$ cat src/rtl/usb_hs_pkg.sv
`timescale 1ns/1ps
package usb_hs_pkg;
    typedef enum logic [1:0] {
        HS_NONE  = 2'd0,
        HS_ACK   = 2'd1,
        HS_NAK   = 2'd2,
        HS_STALL = 2'd3
    } hs_e;

    localparam logic [1:0] TK_OUT   = 2'd0;
    localparam logic [1:0] TK_IN    = 2'd1;
    localparam logic [1:0] TK_SETUP = 2'd2;

    typedef enum logic [1:0] {
        ST_IDLE,
        ST_OUT_DATA,
        ST_SETUP_DATA,
        ST_IN_WAIT
    } st_e;

    localparam int NFLAG     = 7;
    localparam int F_IN_ACK  = 0;
    localparam int F_OUT_ACK = 1;
    localparam int F_IN_NAK  = 2;
    localparam int F_OUT_NAK = 3;
    localparam int F_IN_ERR  = 4;
    localparam int F_OUT_ERR = 5;
    localparam int F_SETUP   = 6;
endpackage

$ cat src/rtl/usb_in_arbiter.sv
`timescale 1ns/1ps
module usb_in_arbiter
    import usb_hs_pkg::*;
#(
    parameter int MAX_PKT = 64,
    parameter int LVL_W   = 8,
    parameter int LEN_W   = 7
) (
    input  logic             stall,
    input  logic             fnak,
    input  logic             dir_ok,
    input  logic             short_en,
    input  logic [LVL_W-1:0] level,
    output logic             send,
    output logic [LEN_W-1:0] len,
    output hs_e              hs
);
    logic full;

    always_comb begin
        full = 32'(level) >= 32'(MAX_PKT);
        send = !stall && !fnak && dir_ok && (full || short_en);
        len  = full ? LEN_W'(MAX_PKT) : LEN_W'(level);
        if (stall)     hs = HS_STALL;
        else if (send) hs = HS_NONE;
        else           hs = HS_NAK;
    end
endmodule

$ cat src/rtl/usb_out_arbiter.sv
`timescale 1ns/1ps
module usb_out_arbiter
    import usb_hs_pkg::*;
#(
    parameter int LVL_W = 8,
    parameter int LEN_W = 7
) (
    input  logic             stall,
    input  logic             fnak,
    input  logic             dir_ok,
    input  logic             crc_ok,
    input  logic             pid1,
    input  logic             toggle,
    input  logic [LEN_W-1:0] len,
    input  logic [LVL_W-1:0] space,
    output hs_e              hs,
    output logic             commit,
    output logic             err
);
    always_comb begin
        hs     = HS_NONE;
        commit = 1'b0;
        err    = 1'b0;
        if (!crc_ok) begin
            err = 1'b1;
        end else if (stall) begin
            hs = HS_STALL;
        end else if (fnak || !dir_ok || (32'(len) > 32'(space))) begin
            hs = HS_NAK;
        end else begin
            hs     = HS_ACK;
            commit = (pid1 == toggle);
        end
    end
endmodule

$ cat src/rtl/usb_ep_state.sv
`timescale 1ns/1ps
module usb_ep_state (
    input  logic clk,
    input  logic rst_n,
    input  logic fnak_set_in,
    input  logic fnak_clr_in,
    input  logic fnak_set_out,
    input  logic fnak_clr_out,
    input  logic auto_set_out,
    input  logic short_set,
    input  logic short_clr,
    input  logic tog_set_in,
    input  logic tog_clr_in,
    input  logic tog_set_out,
    input  logic tog_clr_out,
    input  logic in_flip,
    input  logic out_flip,
    input  logic setup_evt,
    output logic fnak_in,
    output logic fnak_out,
    output logic short_en,
    output logic tog_in,
    output logic tog_out
);
    always_ff @(posedge clk) begin
        if (!rst_n) begin
            fnak_in  <= 1'b0;
            fnak_out <= 1'b0;
            short_en <= 1'b0;
            tog_in   <= 1'b0;
            tog_out  <= 1'b0;
        end else begin
            if (fnak_set_in)                       fnak_in <= 1'b1;
            else if (fnak_clr_in)                  fnak_in <= 1'b0;
            if (fnak_set_out || auto_set_out)      fnak_out <= 1'b1;
            else if (fnak_clr_out)                 fnak_out <= 1'b0;
            if (short_set)                         short_en <= 1'b1;
            else if (short_clr)                    short_en <= 1'b0;
            if (tog_set_in)                        tog_in <= 1'b1;
            else if (tog_clr_in)                   tog_in <= 1'b0;
            else if (setup_evt)                    tog_in <= 1'b1;
            else if (in_flip)                      tog_in <= ~tog_in;
            if (tog_set_out)                       tog_out <= 1'b1;
            else if (tog_clr_out)                  tog_out <= 1'b0;
            else if (setup_evt)                    tog_out <= 1'b1;
            else if (out_flip)                     tog_out <= ~tog_out;
        end
    end

    AST_SETUP_TOGGLES: assert property (@(posedge clk) disable iff (!rst_n)
        (setup_evt && !tog_clr_in && !tog_clr_out) |=> (tog_in && tog_out));

    AST_AUTO_NAK_SETS: assert property (@(posedge clk) disable iff (!rst_n)
        (auto_set_out && !fnak_clr_out) |=> fnak_out);
endmodule

$ cat src/rtl/usb_status_flags.sv
`timescale 1ns/1ps
module usb_status_flags #(
    parameter int N = 7
) (
    input  logic         clk,
    input  logic         rst_n,
    input  logic [N-1:0] set,
    input  logic [N-1:0] clr,
    input  logic [N-1:0] en,
    output logic [N-1:0] flags,
    output logic         irq
);
    always_ff @(posedge clk) begin
        if (!rst_n) flags <= '0;
        else        flags <= (flags & ~clr) | set;
    end

    assign irq = |(flags & en);

    AST_FLAG_STICKY: assert property (@(posedge clk) disable iff (!rst_n)
        1'b1 |=> ((($past(flags) & ~$past(clr)) & ~flags) == '0));
endmodule

$ cat src/rtl/usb_ep_responder.sv
`timescale 1ns/1ps
module usb_ep_responder
    import usb_hs_pkg::*;
#(
    parameter int MAX_PKT = 64,
    parameter int LVL_W   = 8,
    localparam int LEN_W  = $clog2(MAX_PKT + 1)
) (
    input  logic             clk,
    input  logic             rst_n,
    input  logic             tok_valid,
    input  logic [1:0]       tok_kind,
    input  logic             pkt_done,
    input  logic [LEN_W-1:0] pkt_len,
    input  logic             pkt_crc_ok,
    input  logic             pkt_data1,
    input  logic             host_ack,
    input  logic             host_timeout,
    input  logic [LVL_W-1:0] fifo_level,
    input  logic [LVL_W-1:0] fifo_space,
    input  logic             dir_in,
    input  logic             force_stall_in,
    input  logic             force_stall_out,
    input  logic             fnak_set_in,
    input  logic             fnak_clr_in,
    input  logic             fnak_set_out,
    input  logic             fnak_clr_out,
    input  logic             auto_nak_en,
    input  logic             short_set,
    input  logic             tog_set_in,
    input  logic             tog_clr_in,
    input  logic             tog_set_out,
    input  logic             tog_clr_out,
    input  logic [NFLAG-1:0] flag_clr,
    input  logic [NFLAG-1:0] irq_en,
    output logic             hs_valid,
    output logic [1:0]       hs_code,
    output logic             in_send,
    output logic [LEN_W-1:0] in_len,
    output logic             in_data1,
    output logic             out_commit,
    output logic             tog_in,
    output logic             tog_out,
    output logic             fnak_in,
    output logic             fnak_out,
    output logic             short_en,
    output logic [NFLAG-1:0] flags,
    output logic             irq
);
    st_e              st_q, st_d;
    logic             sent_short_q;
    logic             in_ok, out_cm, out_err;
    hs_e              in_hs, out_hs, hs;
    logic [NFLAG-1:0] flag_set;
    logic             in_flip, out_flip, short_clr, setup_evt, auto_set;

    usb_in_arbiter #(.MAX_PKT(MAX_PKT), .LVL_W(LVL_W), .LEN_W(LEN_W)) u_in (
        .stall(force_stall_in), .fnak(fnak_in), .dir_ok(dir_in),
        .short_en(short_en), .level(fifo_level),
        .send(in_ok), .len(in_len), .hs(in_hs)
    );

    usb_out_arbiter #(.LVL_W(LVL_W), .LEN_W(LEN_W)) u_out (
        .stall(force_stall_out), .fnak(fnak_out), .dir_ok(!dir_in),
        .crc_ok(pkt_crc_ok), .pid1(pkt_data1), .toggle(tog_out),
        .len(pkt_len), .space(fifo_space),
        .hs(out_hs), .commit(out_cm), .err(out_err)
    );

    usb_ep_state u_state (
        .clk(clk), .rst_n(rst_n),
        .fnak_set_in(fnak_set_in), .fnak_clr_in(fnak_clr_in),
        .fnak_set_out(fnak_set_out), .fnak_clr_out(fnak_clr_out),
        .auto_set_out(auto_set), .short_set(short_set), .short_clr(short_clr),
        .tog_set_in(tog_set_in), .tog_clr_in(tog_clr_in),
        .tog_set_out(tog_set_out), .tog_clr_out(tog_clr_out),
        .in_flip(in_flip), .out_flip(out_flip), .setup_evt(setup_evt),
        .fnak_in(fnak_in), .fnak_out(fnak_out), .short_en(short_en),
        .tog_in(tog_in), .tog_out(tog_out)
    );

    usb_status_flags #(.N(NFLAG)) u_flags (
        .clk(clk), .rst_n(rst_n), .set(flag_set), .clr(flag_clr),
        .en(irq_en), .flags(flags), .irq(irq)
    );

    // State register
    always_ff @(posedge clk) begin
        if (!rst_n) begin
            st_q         <= ST_IDLE;
            sent_short_q <= 1'b0;
        end else begin
            st_q <= st_d;
            if (in_send) sent_short_q <= 32'(in_len) < 32'(MAX_PKT);
        end
    end

    // Transitions and outputs
    always_comb begin
        st_d       = st_q;
        hs_valid   = 1'b0;
        hs         = HS_NONE;
        in_send    = 1'b0;
        out_commit = 1'b0;
        flag_set   = '0;
        in_flip    = 1'b0;
        out_flip   = 1'b0;
        short_clr  = 1'b0;
        setup_evt  = 1'b0;
        auto_set   = 1'b0;
        unique case (st_q)
            ST_IDLE: begin
                if (tok_valid) begin
                    if (tok_kind == TK_IN) begin
                        if (in_ok) begin
                            in_send = 1'b1;
                            st_d    = ST_IN_WAIT;
                        end else begin
                            hs_valid = 1'b1;
                            hs       = in_hs;
                            flag_set[F_IN_NAK] = (in_hs == HS_NAK);
                        end
                    end else if (tok_kind == TK_OUT) begin
                        st_d = ST_OUT_DATA;
                    end else if (tok_kind == TK_SETUP) begin
                        st_d = ST_SETUP_DATA;
                    end
                end
            end
            ST_OUT_DATA: begin
                if (pkt_done) begin
                    st_d = ST_IDLE;
                    if (out_err) begin
                        flag_set[F_OUT_ERR] = 1'b1;
                    end else begin
                        hs_valid   = 1'b1;
                        hs         = out_hs;
                        flag_set[F_OUT_ACK] = (out_hs == HS_ACK);
                        flag_set[F_OUT_NAK] = (out_hs == HS_NAK);
                        out_commit = out_cm;
                        out_flip   = out_cm;
                        auto_set   = out_cm && auto_nak_en;
                    end
                end
            end
            ST_SETUP_DATA: begin
                if (pkt_done) begin
                    st_d = ST_IDLE;
                    if (pkt_crc_ok) begin
                        hs_valid   = 1'b1;
                        hs         = HS_ACK;
                        out_commit = 1'b1;
                        setup_evt  = 1'b1;
                        flag_set[F_SETUP] = 1'b1;
                    end
                end
            end
            ST_IN_WAIT: begin
                if (host_ack) begin
                    st_d      = ST_IDLE;
                    in_flip   = 1'b1;
                    short_clr = sent_short_q;
                    flag_set[F_IN_ACK] = 1'b1;
                end else if (host_timeout) begin
                    st_d = ST_IDLE;
                    flag_set[F_IN_ERR] = 1'b1;
                end
            end
            default: st_d = ST_IDLE;
        endcase
    end

    assign hs_code  = hs;
    assign in_data1 = tog_in;

    AST_STALL_FIRST: assert property (@(posedge clk) disable iff (!rst_n)
        (st_q == ST_IDLE && tok_valid && tok_kind == TK_IN && force_stall_in)
        |-> (hs_valid && hs_code == HS_STALL && !in_send));

    AST_NO_SEND_FORCED: assert property (@(posedge clk) disable iff (!rst_n)
        in_send |-> (!fnak_in && !force_stall_in));

    AST_IN_LEN_BOUND: assert property (@(posedge clk) disable iff (!rst_n)
        in_send |-> (32'(in_len) <= 32'(MAX_PKT) && 32'(in_len) <= 32'(fifo_level)));

    AST_SHORT_NEEDS_EN: assert property (@(posedge clk) disable iff (!rst_n)
        (in_send && 32'(in_len) < 32'(MAX_PKT)) |-> short_en);

    AST_COMMIT_FITS: assert property (@(posedge clk) disable iff (!rst_n)
        (out_commit && st_q == ST_OUT_DATA) |-> (32'(pkt_len) <= 32'(fifo_space)));

    AST_TIMEOUT_HOLDS_TOG: assert property (@(posedge clk) disable iff (!rst_n)
        (st_q == ST_IN_WAIT && host_timeout && !host_ack && !tog_set_in && !tog_clr_in)
        |=> (tog_in == $past(tog_in)));
endmodule

$ cat config.mk
export PLATFORM = sky130hd
export DESIGN_NAME = usb_ep_responder
export DESIGN_NICKNAME = d
export VERILOG_FILES = /design/src/rtl/usb_hs_pkg.sv /design/src/rtl/usb_in_arbiter.sv /design/src/rtl/usb_out_arbiter.sv /design/src/rtl/usb_ep_state.sv /design/src/rtl/usb_status_flags.sv /design/src/rtl/usb_ep_responder.sv
export SDC_FILE = /design/constraint.sdc
export NUM_CORES = 1
export LEC_CHECK = 0
export ABC_AREA = 0
export BUFFER_PORTS_ARGS = -buffer_cell sky130_fd_sc_hd__buf_2
export CORE_MARGIN = 4
export CORE_UTILIZATION = 37
export CTS_CLUSTER_SIZE = 25
export DETAILED_ROUTE_END_ITERATION = 7
export HOLD_SLACK_MARGIN = 0.02
export PLACE_DENSITY_LB_ADDON = 0.12
export SLEW_MARGIN = 0
export SYNTH_ARGS = -nofsm -noshare
export SYNTH_HDL_FRONTEND = slang
export SYNTH_HIERARCHICAL = 1
export SYNTH_SLANG_ARGS = --single-unit
$ cat constraint.sdc
create_clock -name clk -period 1.7 [get_ports clk]
set_input_delay 0.17 -clock clk [delete_from_list [all_inputs] [get_ports clk]]
set_output_delay 0.17 -clock clk [all_outputs]
set_load 0.01 [all_outputs]
==> results.json, run 1 <==
{
  "status": "complete, but fails checks",
  "failed_checks": "setup timing",
  "swShare_pct": 35.9,
  "numCtsBuffers": 3,
  "place_congestion": 0.733,
  "drcViolationCount": 0,
  "leakage_nw": 1.02,
  "worstSkewPairLatency_ns": 0.29,
  "die_h_um": 65.8,
  "cts_sinks": 15,
  "ys_ff_latch": 15,
  "p_per_area_mw_per_mm2": 633,
  "synth_cell_types": 40,
  "fillers": 307,
  "ctsHoldBuffers": 0,
  "p_comb_share_pct": 48.4,
  "fin_crit_sh_pct": 108,
  "drv_cap": 0,
  "vias_per_cell": 4.77,
  "reg2reg_depth": 7,
  "wirelength_um": 3430,
  "drive_gt1_share_pct": 51.5,
  "p_sw_w": 0.000435,
  "grt_remaining_overflow": 0,
  "netlist_instances": 144,
  "instances_no_fill": 281,
  "yosysSeqAreaShare_pct": 24.3,
  "die_w_um": 65.8,
  "setup_tns_ns": -0.330,
  "n_antenna_cell": 0,
  "grt_pass1_wl_um": 5150,
  "placementRows": 20,
  "peakVddDrop_v": 0.000359,
  "tightest_slew_ns": 0.303,
  "cts_htree_levels": 1,
  "cp-start-kind": "input pin",
  "multi_input_area_um2": 961,
  "area_delta_synth_final_pct": 54.9,
  "fin_skew_ns": 0.00115,
  "wire_per_inst_um": 12.2,
  "syn_area_per_cell_um2": 8.58,
  "max_freq_mhz": 545,
  "nets": 312,
  "synth_nets": 218,
  "seqCellArea_um2": 302,
  "start_util_pct": 39.5,
  "final.setup.worst_slack_ns": -0.136,
  "final_cell_mix": "81 x buf_2, 14 x dfxtp_1, 13 x inv_1",
  "rsz0062_at_grt": "true",
  "synth-edff-count": 0,
  "synthFlopType": "dfxtp_1",
  "core_area_mm2": 0.00313,
  "cts_tree": "built",
  "relSlewSlack_pct": 79.8,
  "cp.required_ns": 1.53,
  "crit_path_end_kind": "primary output",
  "antenna_left": 0,
  "report.final.slew_viol_count": 0,
  "worstHoldPathType": "input pin to register",
  "grtUsageTotal_pct": 15.1,
  "clock_path_buffers": 2,
  "mostFrequentLayoutCell": "buf_2",
  "hold_viol_final": 0,
  "synth_top_area_share_pct": 24.3,
  "vias": 1341,
  "yosys-top-cells-area": "dfxtp_1 24%, ha_1 14%, o21a_1 6.1%",
  "port_buffers": 85,
  "hpwl_um": 2680,
  "p_int_w": 0.000776,
  "yosys_warnings": 6,
  "hold_depth": 2,
  "die_area_mm2": 0.00433,
  "drt_iter0_markers": 54,
  "critPathKind": "input pin to primary output",
  "cts_root_buf": "clkbuf_4",
  "antenna_found_initial": 0,
  "grt_start_max_net_pins": 18,
  "arrival_ns": 1.67,
  "p_clk_share_pct": 17.6,
  "firstDrtPassIters": 4,
  "clk_pin_slew_worst_paths_ns": 0.10,
  "power_frac_seq_pct": 34.0,
  "placedCellCount": 274,
  "yosysTopAreaCell": "dfxtp_1",
  "grt_pass1_vias": 1224,
  "min_period_ns": 1.84,
  "path_max_fanout": 3,
  "syn_area_mm2": 0.00123,
  "io_pins": 86,
  "setup_viol": 3,
  "async_flop_share_pct": 0
}
-- path summary, 6_finish.rpt --
kind / startpoint / to / slack (ns)
max: fifo_space[5] / hs_code[1] / -0.14
min: short_set / u_state/short_en / 0.08
max reg2reg: st_q[0] / u_state/tog_out / 0.02
min reg2reg: sent_short_q / sent_short_q / 0.50
-- kinds of logic (layout without fill, tap and decap cells) --
family                   after synthesis  count (layout)  share of synthesized area [%]
AO/OA/AOI/OAI                         31              31                           22.1
XOR/XNOR                               3               3                           2.13
adder cells (fa/ha/maj)               14              14                           14.2
buffers and inverters                 20             113                           6.69
flip-flops                            15              15                           24.3
multiplexers                           2               2                           1.62
AND/OR/NAND/NOR                       59              59                           29.0
-- area by class of cell --
type	count	area share, %
Multi-Input combinational cell	109	50.2
Timing Repair Buffer	91	25.9
Sequential cell	15	15.8
Inverter	18	3.79
Tap cell	44	2.88
Clock buffer	3	1.18
Clock inverter	1	0.262
-- power groups by stage --
stage	combinational (W)	clock, W	sequential (W)
after global placement	0.000505	0	0.000410
after detailed placement	0.000503	0	0.000410
after floorplan	0.000282	0	0.000429
final	0.000586	0.000213	0.000412
after global routing	0.000656	0.000244	0.000416
after CTS	0.000530	0.000227	0.000404
-- Yosys cell counts, types with 3 or more instances --
| cell | instances |
|---|---|
| and2_1 | 8 |
| and3_1 | 4 |
| dfxtp_1 | 15 |
| ha_1 | 14 |
| inv_1 | 18 |
| nand2_1 | 10 |
| nand2b_1 | 4 |
| nor2_1 | 9 |
| nor2b_1 | 10 |
| o21a_1 | 10 |
| o311a_1 | 3 |
-- registers in the layout, summed over array words and instances (netlist names) --
signal / count
sent_short_q: 1
st_q: 2
u_flags/flags: 7
u_state/fnak_in: 1
u_state/fnak_out: 1
u_state/short_en: 1
u_state/tog_in: 1
u_state/tog_out: 1
-- per-stage QoR --
step                area (um2)  utilization [%]  hold slack [ns]  worst slack, ns  total power, W
floorplan                 1230                -            0.288          -0.0845        0.000711
global placement          1720             55.1            0.381           -0.272        0.000915
detailed placement        1720             55.1            0.383           -0.282        0.000914
CTS                       1810             57.7           0.0730           -0.153         0.00116
global route              1910             61.2           0.0783           -0.208         0.00132
finish                    1910             61.2           0.0846           -0.136         0.00121
-- layer usage --
metal	vias up	global-route usage [%]	share of wire, %
met5	-	0	0
met4	0	3.11	0.38
met3	2	4.76	12
met2	67	24.3	43
met1	579	19.7	44
li1	693	-	-
-- critical path, cell delays in order --
cell and delay, ns:
buf_6 0.08, inv_4 0.03, ha_4 0.27, nand4b_4 0.11, a211o_1 0.31, a21oi_2 0.18
o31a_1 0.18, nand2_1 0.08, a21oi_2 0.13, buf_2 0.14
-- what timing repair did --
item / CTS / global route
pin swaps: 13 / 19
gates resized for setup: 10 / 17
buffers inserted: 2 / 1
setup endpoints to repair: 4 / 6
cloned: 0 / 0
Power figures use the tool's default switching activity.
==> inputs of run 2 (changes only) <==
==> constraint.sdc (replaced) <==
create_clock -name clk -period 1.7 [get_ports clk]
set_input_delay 0 -clock clk [delete_from_list [all_inputs] [get_ports clk]]
set_output_delay 0 -clock clk [all_outputs]
set_load 0.01 [all_outputs]
==> results.json, run 2 (synthesized netlist as in run 1, its figures left out) <==
{
  "crit_path_end_kind": "primary output",
  "status": "complete, no violations",
  "leakage_nw": 1.07,
  "wire_per_inst_um": 12.4,
  "cts_tree": "built",
  "final_cell_mix": "85 x buf_2, 16 x inv_1, 15 x dlygate4sd3_1",
  "final_util_pct": 64.1,
  "grt_start_max_net_pins": 18,
  "io_pins": 86,
  "arrival_ns": 1.67,
  "clk_pin_slew_worst_paths_ns": 0.08,
  "clock_path_buffers": 2,
  "relSlewSlack_pct": 78.7,
  "grt_remaining_overflow": 0,
  "die_area_mm2": 0.00433,
  "wirelength_um": 3670,
  "area_delta_synth_final_pct": 62.4,
  "grt_pass1_wl_um": 5860,
  "drcViolationCount": 0,
  "instances_no_fill": 295,
  "numCtsBuffers": 3,
  "path_max_fanout": 3,
  "peakVddDrop_v": 0.000622,
  "grt_use_met3_pct": 4.93,
  "worstHoldPathType": "input pin to register",
  "antenna_found_initial": 0,
  "drv_cap": 0,
  "mostFrequentLayoutCell": "buf_2",
  "largest_reg_flops": 7,
  "rsz0062_at_grt": "true",
  "die_h_um": 65.8,
  "start_util_pct": 39.5,
  "hold_depth": 3,
  "grtUsageTotal_pct": 17.1,
  "worstSkewPairLatency_ns": 0.28,
  "drt_iter0_markers": 37,
  "grt_util_met1_pct": 20.4,
  "cts_sinks": 15,
  "report.final.slew_viol_count": 0,
  "vias": 1397,
  "grt_pass1_vias": 1393,
  "firstDrtPassIters": 4,
  "hpwl_um": 2740,
  "fillers": 296,
  "place_congestion": 0.717,
  "reg2reg_depth": 7,
  "die_w_um": 65.8,
  "drive_gt1_share_pct": 46.6,
  "p_per_area_mw_per_mm2": 598,
  "core_area_mm2": 0.00313,
  "antenna_left": 0,
  "max_freq_mhz": 598,
  "cp.required_ns": 1.70,
  "cts_root_buf": "clkbuf_4",
  "cts_htree_levels": 1,
  "placementRows": 20,
  "largest_register": "u_flags/flags",
  "setup_tns_ns": 0,
  "hold_viol_final": 0,
  "fin_crit_sh_pct": 98.4,
  "n_antenna_cell": 0,
  "top_usage_layer": "met2",
  "min_period_ns": 1.67,
  "nets": 326,
  "grtUsageMet2_pct": 29.9,
  "fin_skew_ns": 0.00926,
  "setup_viol": 0,
  "vias_per_cell": 4.74,
  "port_buffers": 85,
  "critPathKind": "input pin to primary output",
  "reg.largest.list": "u_flags/flags: 7 flops, st_q: 2 flops",
  "placedCellCount": 274,
  "cp-start-kind": "input pin",
  "tightest_slew_ns": 0.320
}
## run 2: changes by cell type in the layout (fill, tap and decap cells not counted), sizes merged
cell / before / now
clkbuf: 3 / 4
buf: 91 / 90
clkinv: 1 / 0
dlygate4sd3: 0 / 15
## run 2: repair_timing
action	CTS	global route
pin swaps	3	6
gates resized for setup	3	16
endpoints found under the hold margin	10	2
hold buffers	13	2
endpoints found under the setup margin	4	5
buffers inserted	1	1
## run 2: metal layers
layer  up-vias  share of wire [%]
met5         -                  0
met3         4                9.8
met2        66                 47
met1       608                 43
li1        719                  -
met4         0               0.90
## run 2: critical path, stage by stage
cell and delay [ns]:
buf_2 0.08, inv_1 0.05, ha_4 0.29, nand4b_4 0.12, a211o_1 0.32, a21oi_2 0.18, buf_4 0.13, o31a_1 0.15
nand2_1 0.08, a21oi_2 0.14, buf_2 0.15
## run 2: final cells by class
class / instances / area, um2 / area share, %
timing repair buffer: 105 / 613 / 30.6
tap: 44 / 55.1 / 2.74
inverter: 18 / 70.1 / 3.49
clock buffer: 4 / 26.3 / 1.31
sequential: 15 / 305 / 15.2
multi-input combinational: 109 / 936 / 46.7
## run 2: final timing paths
check | start | to | slack (ns)
hold reg to reg | sent_short_q | sent_short_q | 0.52
hold / removal | flag_clr[1] | u_flags/flags[1] | 0.03
setup / recovery | fifo_space[5] | hs_code[1] | 0.03
setup reg to reg | st_q[1] | u_state/tog_out | 0.13
## run 2: stage by stage
| stage | total power [W] | worst slack (ns) | hold slack [ns] | cell area (um2) |
|---|---|---|---|---|
| 2_1_floorplan | 0.000711 | 0.0766 | 0.118 | 1230 |
| 3_3_place_gp | 0.000903 | -0.0996 | 0.210 | 1720 |
| 3_5_place_dp | 0.000902 | -0.156 | 0.213 | 1720 |
| 4_1_cts | 0.00115 | 0.00826 | 0.0209 | 1890 |
| 5_1_grt | 0.00131 | -0.0506 | 0.0387 | 2010 |
| 6_report | 0.00120 | 0.0277 | 0.0334 | 2010 |
## run 2: power by group
| group | leakage [nW] | internal [W] | switching (W) |
|---|---|---|---|
| logic | 0.930 | 0.000300 | 0.000270 |
| clock network | 0.0150 | 0.0000909 | 0.000113 |
| registers | 0.124 | 0.000390 | 0.0000353 |
| total | 1.07 | 0.000781 | 0.000418 |
==> inputs of run 3 (changes only) <==
Settings changed: GPL_TIMING_DRIVEN from default to 0.
==> results.json, run 3 (synthesized netlist as in run 1, its figures left out) <==
{
  "status": "complete, no violations",
  "seqCellArea_um2": 308,
  "crit_path_end_kind": "primary output",
  "drive_gt1_share_pct": 44.2,
  "fin_skew_ns": 0.00546,
  "cp.required_ns": 1.70,
  "cts_htree_levels": 1,
  "io_pins": 86,
  "die_area_mm2": 0.00433,
  "cts_root_buf": "clkbuf_4",
  "arrival_ns": 1.63,
  "path_max_fanout": 2,
  "die_h_um": 65.8,
  "setup_viol": 0,
  "core_area_mm2": 0.00313,
  "die_w_um": 65.8,
  "drt-met1-wl_um": 1550,
  "crit_path_max_incr_delay_ns": 0.33,
  "p_clk_share_pct": 17.2,
  "power_frac_seq_pct": 36.2,
  "worstHoldPathType": "input pin to register",
  "peakVddDrop_v": 0.000585,
  "area_delta_synth_final_pct": 60.0,
  "reg2reg_depth": 6,
  "relSlewSlack_pct": 79.1,
  "p_comb_share_pct": 46.5,
  "n_antenna_cell": 0,
  "clk_pin_slew_worst_paths_ns": 0.09,
  "placed_area_mm2": 0.00172,
  "report.final.slew_viol_count": 0,
  "cp_num_cells": 9,
  "grt_start_max_net_pins": 18,
  "hold_depth": 3,
  "cp_slowest_cell": "ha_1",
  "design_area_mm2": 0.00198,
  "path_buf_inv": 2,
  "path_cells": "buf_2 > ha_1 > a211oi_2 > o32a_1 > a21oi_2 > nor4_2 > and2_1 > o21a_1 > buf_2",
  "start_util_pct": 39.5,
  "worstSkewPairLatency_ns": 0.28,
  "vias_per_cell": 4.68,
  "cp-start-kind": "input pin",
  "grt_pass1_vias": 1294,
  "p_sw_w": 0.000419,
  "whs_ns": 0.0413,
  "critPathKind": "input pin to primary output",
  "multi_input_area_um2": 901,
  "antenna_found_initial": 0,
  "reg.largest.list": "u_flags/flags: 7 flops, st_q: 2 flops",
  "placementRows": 20,
  "hold_end": "u_state/fnak_out",
  "max_freq_mhz": 614,
  "grtUsageTotal_pct": 15.8,
  "final_cell_mix": "85 x buf_2, 16 x inv_1, 16 x dlygate4sd3_1",
  "grt_pass1_wl_um": 5420,
  "leakage_nw": 1.06,
  "p_per_area_mw_per_mm2": 607,
  "vias": 1381,
  "wirelength_um": 3490,
  "place_congestion": 0.722,
  "drv_cap": 0,
  "numCtsBuffers": 3,
  "met3_wirelength_um": 356,
  "mostFrequentLayoutCell": "buf_2",
  "port_buffers": 85,
  "drcViolationCount": 0,
  "wire_per_inst_um": 11.8,
  "tightest_slew_ns": 0.309,
  "min-delay-start": "fnak_clr_out",
  "largest_reg_flops": 7,
  "largest_register": "u_flags/flags",
  "met2_length_um": 1570,
  "top_layer": "met4",
  "cts_tree": "built",
  "min_period_ns": 1.63,
  "p_int_w": 0.000780,
  "hpwl_um": 2710,
  "rsz0062_at_grt": "true",
  "hold_viol_final": 0,
  "fin_crit_sh_pct": 95.8,
  "critPathTopFamily": "compound AO/OA/AOI/OAI gates",
  "cts_sinks": 15,
  "cp_common_cell": "buf_2",
  "clock_path_buffers": 2,
  "antenna_left": 0,
  "r2r_slack_ns": 0.18,
  "grt_remaining_overflow": 0,
  "swShare_pct": 35.0,
  "firstDrtPassIters": 4,
  "drt_iter0_markers": 22,
  "fillers": 282,
  "nets": 326,
  "reg2reg_from": "st_q[1]",
  "regToRegEndpoint": "u_state/tog_out"
}
[run 3: worst max-delay path by stage]
stage | startpoint | endpoint | slack [ns]
after floorplan | fifo_space[5] | u_state/tog_out | 0.08
after global placement | pkt_len[5] | u_state/tog_out | -0.18
after detailed placement | pkt_len[5] | u_state/tog_out | -0.17
after CTS | st_q[1] | hs_code[1] | -0.02
after global routing | pkt_len[5] | out_commit | -0.05
final | pkt_len[5] | out_commit | 0.07
[run 3: cell type report]
type	instances	area share, %
sequential	15	15.6
tap	44	2.79
inverter	18	3.55
clock buffer	4	1.33
multi-input combinational	109	45.6
buffer	2	0.760
timing repair buffer	103	30.4
[run 3: metal layers]
metal  vias to the layer above  track usage, %
met5                         -               0
met4                         0            2.59
met3                         2            5.10
met2                        64            26.0
met1                       594            20.4
li1                        721               -
[run 3: worst min-delay path: stages]
cell and delay (ns):
buf_2 0.09, nor2b_1 0.09, o31a_1 0.11
[run 3: what timing repair did]
action | in CTS | in global routing
setup buffers | 0 | 2
setup endpoints to repair | 4 | 4
hold endpoints to repair | 12 | 1
gates resized for setup | 6 | 10
hold buffers | 15 | 1
pin swaps | 1 | 4
[run 3: power groups by stage]
| stage | clock network, W | registers [W] | logic, W |
|---|---|---|---|
| 2_1_floorplan | 0 | 0.000429 | 0.000283 |
| 3_3_place_gp | 0 | 0.000429 | 0.000460 |
| 3_5_place_dp | 0 | 0.000430 | 0.000464 |
| 4_1_cts | 0.000212 | 0.000431 | 0.000499 |
| 5_1_grt | 0.000237 | 0.000442 | 0.000624 |
| 6_report | 0.000207 | 0.000434 | 0.000558 |
[run 3: through the flow]
step	instances	power, W	utilization [%]	TNS (ns)	setup WS (ns)
2_1_floorplan	144	0.000711	-	0	0.0766
3_3_place_gp	273	0.000889	54.8	-0.181	-0.175
3_5_place_dp	273	0.000894	54.8	-0.169	-0.169
4_1_cts	292	0.00114	61.0	-0.0187	-0.0187
5_1_grt	295	0.00130	63.2	-0.104	-0.0492
6_report	295	0.00120	63.2	0	0.0711
